File: src/rtl/bldc_pkg.sv
`timescale 1ns/1ps
package bldc_pkg;

   typedef struct packed {
      logic       valid;
      logic [1:0] src;   // phase driven high
      logic [1:0] snk;   // phase driven low
   } comm_sel_t;

   typedef struct packed {
      logic [2:0] hi;
      logic [2:0] lo;
   } gate_req_t;

   function automatic comm_sel_t hall_to_sel(input logic [2:0] code, input logic rev);
      comm_sel_t s;
      s.valid = 1'b1;
      unique case (code)
         3'b101:  begin s.src = 2'd0; s.snk = 2'd1; end
         3'b100:  begin s.src = 2'd0; s.snk = 2'd2; end
         3'b110:  begin s.src = 2'd1; s.snk = 2'd2; end
         3'b010:  begin s.src = 2'd1; s.snk = 2'd0; end
         3'b011:  begin s.src = 2'd2; s.snk = 2'd0; end
         3'b001:  begin s.src = 2'd2; s.snk = 2'd1; end
         default: begin s.src = 2'd0; s.snk = 2'd0; s.valid = 1'b0; end
      endcase
      if (rev) begin
         logic [1:0] t;
         t     = s.src;
         s.src = s.snk;
         s.snk = t;
      end
      return s;
   endfunction

endpackage

File: src/rtl/hall_input_sync.sv
`timescale 1ns/1ps
module hall_input_sync #(
   parameter int W      = 3,
   parameter int STAGES = 2
) (
   input  logic         clk,
   input  logic         rst_n,
   input  logic [W-1:0] async_in,
   output logic [W-1:0] sync_out
);
   if (STAGES < 2) begin : g_bad_depth
      $error("hall_input_sync: STAGES must be at least 2");
   end
   if (W < 1) begin : g_bad_width
      $error("hall_input_sync: W must be positive");
   end

   logic [STAGES-1:0][W-1:0] chain;

   always_ff @(posedge clk or negedge rst_n) begin
      if (!rst_n) chain <= '0;
      else        chain <= {chain[STAGES-2:0], async_in};
   end

   assign sync_out = chain[STAGES-1];
endmodule

File: src/rtl/tach_pulse_gen.sv
`timescale 1ns/1ps
module tach_pulse_gen #(
   parameter int W   = 3,
   parameter int CYC = 600
) (
   input  logic         clk,
   input  logic         rst_n,
   input  logic [W-1:0] level_in,
   output logic         pulse_out
);
   if (CYC < 1) begin : g_bad_cyc
      $error("tach_pulse_gen: CYC must be at least 1");
   end

   localparam int CW = $clog2(CYC + 1);
   localparam logic [CW-1:0] LOAD = CW'(CYC);

   logic [W-1:0]  prev_q;
   logic [CW-1:0] left_q;
   logic          change;

   assign change = (level_in != prev_q);

   always_ff @(posedge clk or negedge rst_n) begin
      if (!rst_n) begin
         prev_q <= '0;
         left_q <= '0;
      end else begin
         prev_q <= level_in;
         if (change)              left_q <= LOAD;
         else if (left_q != '0)   left_q <= left_q - 1'b1;
      end
   end

   assign pulse_out = (left_q != '0);


   tach_start_chk: assert property (@(posedge clk) disable iff (!rst_n)
      (level_in != $past(level_in)) |=> pulse_out);
endmodule

File: src/rtl/phase_gate_guard.sv
`timescale 1ns/1ps
module phase_gate_guard #(
   parameter int DEAD = 4
) (
   input  logic clk,
   input  logic rst_n,
   input  logic want_hi,
   input  logic want_lo,
   output logic gate_hi,
   output logic gate_lo
);
   if (DEAD < 0) begin : g_bad_dead
      $error("phase_gate_guard: DEAD must not be negative");
   end

   if (DEAD == 0) begin : g_interlock_only
      always_ff @(posedge clk or negedge rst_n) begin
         if (!rst_n) begin
            gate_hi <= 1'b0;
            gate_lo <= 1'b0;
         end else begin
            gate_hi <= want_hi & ~want_lo & (gate_hi | ~gate_lo);
            gate_lo <= want_lo & ~want_hi & (gate_lo | ~gate_hi);
         end
      end
   end else begin : g_dead_counter
      localparam int CW = $clog2(DEAD + 1);
      localparam logic [CW-1:0] DMAX = CW'(DEAD);
      logic [CW-1:0] idle_q;
      logic          ready;

      assign ready = (idle_q == DMAX);

      always_ff @(posedge clk or negedge rst_n) begin
         if (!rst_n) begin
            gate_hi <= 1'b0;
            gate_lo <= 1'b0;
            idle_q  <= '0;
         end else begin
            gate_hi <= want_hi & (gate_hi | (~gate_lo & ready));
            gate_lo <= want_lo & (gate_lo | (~gate_hi & ready));
            if (gate_hi | gate_lo) idle_q <= '0;
            else if (!ready)       idle_q <= idle_q + 1'b1;
         end
      end
   end


   no_shoot_through_chk: assert property (@(posedge clk) disable iff (!rst_n)
      !(gate_hi && gate_lo));

   hi_after_gap_chk: assert property (@(posedge clk) disable iff (!rst_n)
      $rose(gate_hi) |-> !$past(gate_lo));

   lo_after_gap_chk: assert property (@(posedge clk) disable iff (!rst_n)
      $rose(gate_lo) |-> !$past(gate_hi));
endmodule

File: src/rtl/bldc_commutator.sv
`timescale 1ns/1ps
module bldc_commutator
   import bldc_pkg::*;
#(
   parameter int CLK_MHZ     = 200,
   parameter int TACH_NS     = 3000,
   parameter int DEAD_CYC    = 4,
   parameter int SYNC_STAGES = 2
) (
   input  logic       clk,
   input  logic       rst_n,
   input  logic [2:0] hall_in,
   input  logic       dir_rev,
   input  logic       pwm_on,
   input  logic       slow_decay,
   input  logic       sync_rect,
   input  logic       brake_n,
   input  logic       disable_in,
   input  logic       coast_req,
   output logic [2:0] gate_hi,
   output logic [2:0] gate_lo,
   output logic       hall_bad,
   output logic       tach_pulse
);
   localparam int TACH_CYC = CLK_MHZ * TACH_NS / 1000;
   localparam int PHASES   = 3;

   if (TACH_CYC < 1) begin : g_bad_tach
      $error("bldc_commutator: tach width rounds to zero clocks");
   end

   logic [2:0] hall_s;
   comm_sel_t  sel;
   gate_req_t  want;

   hall_input_sync #(.W(3), .STAGES(SYNC_STAGES)) u_sync (
      .clk(clk), .rst_n(rst_n), .async_in(hall_in), .sync_out(hall_s));

   tach_pulse_gen #(.W(3), .CYC(TACH_CYC)) u_tach (
      .clk(clk), .rst_n(rst_n), .level_in(hall_s), .pulse_out(tach_pulse));

   assign sel = hall_to_sel(hall_s, dir_rev);

   always_comb begin
      want = '0;
      if (disable_in || coast_req || !sel.valid) begin
         want = '0;
      end else if (!brake_n) begin
         want.lo = '1;
      end else if (pwm_on) begin
         want.hi[sel.src] = 1'b1;
         want.lo[sel.snk] = 1'b1;
      end else if (slow_decay) begin
         want.lo[sel.snk] = 1'b1;
         if (sync_rect) want.lo[sel.src] = 1'b1;
      end else if (sync_rect) begin
         want.lo[sel.src] = 1'b1;
         want.hi[sel.snk] = 1'b1;
      end
   end

   for (genvar p = 0; p < PHASES; p++) begin : g_phase
      phase_gate_guard #(.DEAD(DEAD_CYC)) u_guard (
         .clk(clk), .rst_n(rst_n),
         .want_hi(want.hi[p]), .want_lo(want.lo[p]),
         .gate_hi(gate_hi[p]), .gate_lo(gate_lo[p]));
   end

   always_ff @(posedge clk or negedge rst_n) begin
      if (!rst_n) hall_bad <= 1'b0;
      else        hall_bad <= !sel.valid;
   end


   disable_coast_chk: assert property (@(posedge clk) disable iff (!rst_n)
      disable_in |=> (gate_hi == 3'b000 && gate_lo == 3'b000));

   bad_code_coast_chk: assert property (@(posedge clk) disable iff (!rst_n)
      hall_bad |-> (gate_hi == 3'b000 && gate_lo == 3'b000));

   coast_req_chk: assert property (@(posedge clk) disable iff (!rst_n)
      coast_req |=> (gate_hi == 3'b000 && gate_lo == 3'b000));

   brake_high_off_chk: assert property (@(posedge clk) disable iff (!rst_n)
      (!brake_n && !disable_in) |=> (gate_hi == 3'b000));
endmodule

File: config.mk
export PLATFORM = sky130hd
export DESIGN_NAME = bldc_commutator
export DESIGN_NICKNAME = d
export VERILOG_FILES = /design/src/rtl/bldc_pkg.sv /design/src/rtl/hall_input_sync.sv /design/src/rtl/tach_pulse_gen.sv /design/src/rtl/phase_gate_guard.sv /design/src/rtl/bldc_commutator.sv
export SDC_FILE = /design/constraint.sdc
export NUM_CORES = 1
export LEC_CHECK = 0
export BUFFER_PORTS_ARGS = -buffer_cell sky130_fd_sc_hd__clkbuf_2
export CORE_AREA = 5 5 69 71
export DETAILED_ROUTE_END_ITERATION = 8
export DIE_AREA = 0 0 74 76
export PLACE_DENSITY = 0.79
export SKIP_LAST_GASP = 1
export SLEW_MARGIN = 20
export SYNTH_ARGS = -nofsm -noshare
export SYNTH_HDL_FRONTEND = slang
export SYNTH_HIERARCHICAL = 1
export SYNTH_SLANG_ARGS = --single-unit
export TNS_END_PERCENT = 10
File: constraint.sdc
create_clock -name clk -period 3.14 [get_ports clk]
set_clock_uncertainty 0.2 [all_clocks]
set_input_delay 0.314 -clock clk [delete_from_list [all_inputs] [get_ports clk]]
set_output_delay 0.314 -clock clk [all_outputs]
set_load 0.005 [all_outputs]
* After elaboration in Yosys (flattened, before gate mapping) *
Cells that the tools add are included.
Widths: inputs -> output; s select.

storage, ports and cells
  register bits = 35
  bits in latches = 0
  memory bits (writable) = 0
  memory bits (read-only) = 0
  input port bits = 12
  output and inout port bits = 8
  logic and storage cells = 94
  memories kept = 0

cells by class
  add/sub/neg operators = 4
  $mul = 0
  div/mod/pow operators = 0
  order comparisons = 4
  equality and inequality tests = 13
  shifts and indexed selects = 0
  muxes and demuxes = 23
  bitwise operators = 28
  reduce and logical (&&, ||, !) cells = 8

operators by type and width
  kind                   number
  $mux 3                 11
  $pmux 4 s6             1
  $mux 10                2
  $eq 3x3->1 const B     6
  $mux 6                 3
  $and 1x1->1            12
  $reduce_bool 10->1     1
  $sub 10x1->10 const B  1
  $add 3x1->3 const B    3
  $or 1x1->1             9
  $eq 3x2->1 const B     2
  $lt 2x3->1 const B     2
  $ne 2x2->1 const B     3
  $not 1->1              6
  $reduce_or 6->1        1
  $demux 1 s2            2
  $ge 2x1->1 const B     2
  $mux 4                 1
  $eq 3x1->1 const B     1
  $mux 1                 3
  $ne 3x3->1             1
  $or 3x3->3             1
  $logic_and 1x1->1      2
  $logic_or 1x1->1       2
  other kinds (2)        2

* Logic depth before layout (Yosys ltp) *
  depth in word-level cells = 14
  gate-level depth with buffers = 7
  gate-level depth less buffers = 6

* Modules after synthesis *
Netlist, hierarchy kept.

modules (own cells, without submodules)
  module            instances  cells an instance  area an instance (µm²)  sequential area each (µm²)
  phase_gate_guard  3          22                 261.5                   125.1
  tach_pulse_gen    1          59                 648.1                   325.3
  bldc_commutator   1          49                 346.6                   25.0
  hall_input_sync   1          9                  172.7                   150.1

* Worst setup path after synthesis *
OpenSTA, ideal clock, no wires.

  kind = flip-flop to flip-flop
  start = reg u_tach.left_q[0]
  end = reg u_tach.left_q[3]
  library setup time = 126 ps
  arrival time = 2079 ps
  data required time = 2814 ps
  slack = 735 ps
  stages on the path, launching flop included = 7
  buffers on the path = 1
  period minus slack after synthesis = 2405 ps
  path through = dfrtp_1 > inv_1 > ha_1 > or4b_4 > or4_4 > buf_6 > a311o_1

on the way
  elaborated cells on any way between the ends = 5
  those cells by class = add/sub (1); mux (2); reduce/logical (2)

RTL lines
  what                         line                   text
  start, declared              tach_pulse_gen.sv:19   logic [CW-1:0] left_q;
  start signal, assigned       tach_pulse_gen.sv:31   else if (left_q != '0) left_q <= left_q - 1'b1;
  $reduce_bool 10->1           n/a
  net tach_pulse               bldc_commutator.sv:23  output logic tach_pulse
  $reduce_bool 2->1 (no line)  n/a

The timed path passes the listed nets, and every way through them passes these cells. The select of a mux whose other input is x is not followed.
A chain may end at the register's enable or synchronous reset.

* Final worst setup path *
  start = reg u_tach.left_q[0]
  end = out tach_pulse

on the way
  cells in the longest elaborated chain, start to end = 1

ends and longest elaborated chain
  what                line                   text
  $reduce_bool 10->1  tach_pulse_gen.sv:35   assign pulse_out = (left_q != '0);
  end, declared       bldc_commutator.sv:23

No other way between the ends.

==> results.toml <==
[run_status]
status = "finished, final reports clean"

[clocking]
clk_path_buf_depth = 2
htreeDepth = 2
clk_latency_ps = 290
cts_inserted_buffers = 5
tritoncts = "done"
clkSinkCount = 35
root_buffer = "clkbuf_8"
cts_setup_buffers = 0
clkTransAtPathRegs_ps = 80

[placed_design]
pre_cts_ws_ps = 708.1
dp.cells = 247
place.gp.congestion = 0.9051
portBuffers = 19
hpwlAfterDp_mm = 2.531

[yosys]
synth.top_cell.area_share = 0.4487
synth_area_mm2 = 0.001952
yosys-top-cells-area = "dfrtp_1 45%, ha_1 4.5%, and3b_2 3.6%, nand3_1 3.1%, a211oi_1 3.1%"
seq_area_frac_synth = 0.4487
yosysTopAreaCell = "dfrtp_1"
synth_edf_count = 0
synth_seq_cells = 35
ys.flop_type = "dfrtp_1"
synth_fa_ha_area_frac = 0.04487
synth_warnings = 6
synth-compound-area-share = 0.1737
synthSimpleGateAreaFrac = 0.2333
syn_inst = 183
synth_top_family_by_area = "simple AND/OR/NAND/NOR gates"
synth_xor_xnor_area_share = 0.02244
synthMuxAreaShare = 0.03205
postSynthNetCount = 202
synth_cell_type_count = 47
yosysMostFrequentCell = "dfrtp_1"
synth.avg_cell_area_um2 = 10.67
yosys-top-cells-count = "35 x dfrtp_1, 15 x nor2_1, 12 x nand3_1"
synthArstFlopShare = 1.000

[finish]
antenna_cells = 0
drive_gt1_frac = 0.2657
finalNonFillerCells = 259
num-nets-final = 225
area_growth_pct = 13.46

[drt]
wl_per_cell_um = 13.86
avgViaCountPerCell = 5.494
ant_nets = 0
drt_iter0_markers = 40
vias = 1423
post-route-drc-count = 0
routed_wirelength_mm = 3.591
first_pass_iters = 4

[power]
vdd_ir_drop_max_mv = 0.5000
powerDensity_mw_per_mm2 = 661.4
internal_power_mw = 1.010
p_seq_frac = 0.427
sw_frac_of_total = 0.3103
power_frac_clock = 0.284
power_switching_uw = 454.6
power_frac_comb = 0.289
leakagePower_nw = 0.9756

[sta]
fin_setup_tns_ps = 0
min_period_ps = 2756
slew_viol_final = 0
tightest_slew_ps = 857.3
final-hold-violation-count = 0
finalSetupViolations = 0
slew_headroom = 0.4285
max_clock_freq_mhz = 362.8
grt_setup_unrepaired = "false"
timing.final.crit_share = 0.8777
setup_slack_ps = 383.9

[global_routing]
grt_max_degree = 36
antenna_found_initial = 0
first_global_vias = 1382
grtUsageTotal = 0.1388
overflow = 0
grt_pass1_wl_mm = 6.196

[floorplanning]
die_width_um = 74
initial_core_util = 0.4676
row_count = 24
io_pins = 20
dieArea_mm2 = 0.005624
coreArea_mm2 = 0.004174
dieHeight_um = 76

[critical_path]
worstSetupEndpointType = "primary output"
cp_data_required_time_ps = 2630
crit_chain = "inv_1, ha_1, or4b_4, or4_4, clkbuf_2"
worstPathArrival_ps = 2240
crit_slowest_cell = "or4_4"
critPathLaunchType = "flop"
crit_type = "reg -> out"
crit_fanout = 6
slowest_delay_ps = 540

[hold_path]
min_path_type = "reg -> reg"

[run]
cap_violations = 0
-- sequential cells by signal, indices dropped and copies added (netlist names) --
signal / count
g_phase.u_guard/g_dead_counter.idle_q: 9
g_phase.u_guard/gate_hi: 3
g_phase.u_guard/gate_lo: 3
hall_bad: 1
u_sync/chain: 3
u_sync/sync_out: 3
u_tach/left_q: 10
u_tach/prev_q: 3
-- layout make-up --
cell class,instances,area [µm²]
clock buffer,5,68.82
tap,52,65.06
clock inverter,3,47.55
inverter,9,33.78
timing repair buffer,23,135.1
sequential,35,875.8
fill,352,1959
multi-input combinational,132,988.4
-- what timing repair did --
item                      4_1_cts  5_1_grt
hold buffers                    4        0
hold endpoints to repair       38        0
gates resized for setup         0        0
-- cell families (layout without fill, tap and decap cells) --
kind of cell,count (synthesis),count (layout)
simple gates,70,70
compound gates,44,44
flops,35,35
buf+inv,16,40
fa+ha+maj,7,7
mux,6,6
xor+xnor,5,5
-- cell usage in the layout (no fill, tap or decap), drive strengths merged, types with 3 or more instances in the layout --
master,Yosys,final
a211o,4,4
a211oi,8,8
a21bo,3,3
a21o,3,3
a21oi,5,5
and3b,11,11
clkbuf,0,24
dfrtp,35,35
dlygate4sd3,0,4
ha,7,7
inv,9,10
mux2i,4,4
nand2,6,6
nand3,13,13
nor2,16,16
nor2b,4,4
nor4,4,4
o211ai,3,3
o21a,7,7
o21ai,3,3
or3,3,3
xnor2,5,5
-- per-layer routing --
metal | vias to the layer above | track usage | share of wire
li1 | 716 | - | -
met1 | 681 | 0.1795 | 0.47
met2 | 20 | 0.2190 | 0.48
met3 | 6 | 0.04354 | 0.036
met4 | 0 | 0.04348 | 0.014
met5 | - | 0 | 0
-- path summary, 6_finish.rpt --
check                                 startpoint                         end  slack [ps]  cells past startpoint
worst max register to register  u_tach/left_q[0]            u_tach/left_q[3]         690                      5
min in group asynchronous                  rst_n            u_tach/left_q[1]         450                      2
max in group asynchronous                  rst_n  g_phase[2].u_guard/gate_lo        1740                      2
worst min register to register   u_sync/chain[1]          u_sync/sync_out[1]         150                      0
worst max-delay path            u_tach/left_q[0]                  tach_pulse         380                      5
worst min-delay path             u_sync/chain[1]          u_sync/sync_out[1]         150                      0
-- power groups by stage --
stage | Combinational, mW | Sequential, mW | Clock [mW]
6_report | 0.424 | 0.625 | 0.416
5_1_grt | 0.484 | 0.636 | 0.451
4_1_cts | 0.431 | 0.624 | 0.427
3_5_place_dp | 0.424 | 0.632 | 0
3_3_place_gp | 0.400 | 0.626 | 0
2_1_floorplan | 0.353 | 0.602 | 0
-- worst max-delay path, delay by kind of cell (launching register included) --
kind / cells / cell delay (ps)
buffers and inverters: 2 / 210
AND/OR/NAND/NOR: 2 / 1070
flip-flops: 1 / 420
adder cells (fa/ha/maj): 1 / 260
-- stage by stage --
step           hold WS [ps]  area (µm²)  utilization  power (mW)
2_1_floorplan        -181.6        1952            -      0.9556
3_3_place_gp          132.1        2058       0.4931       1.026
3_5_place_dp          138.1        2058       0.4931       1.056
4_1_cts               154.1        2215       0.5306       1.482
5_1_grt               153.6        2215       0.5306       1.571
6_report              150.1        2215       0.5306       1.465
Note: power is estimated with default switching activity, not from simulation.
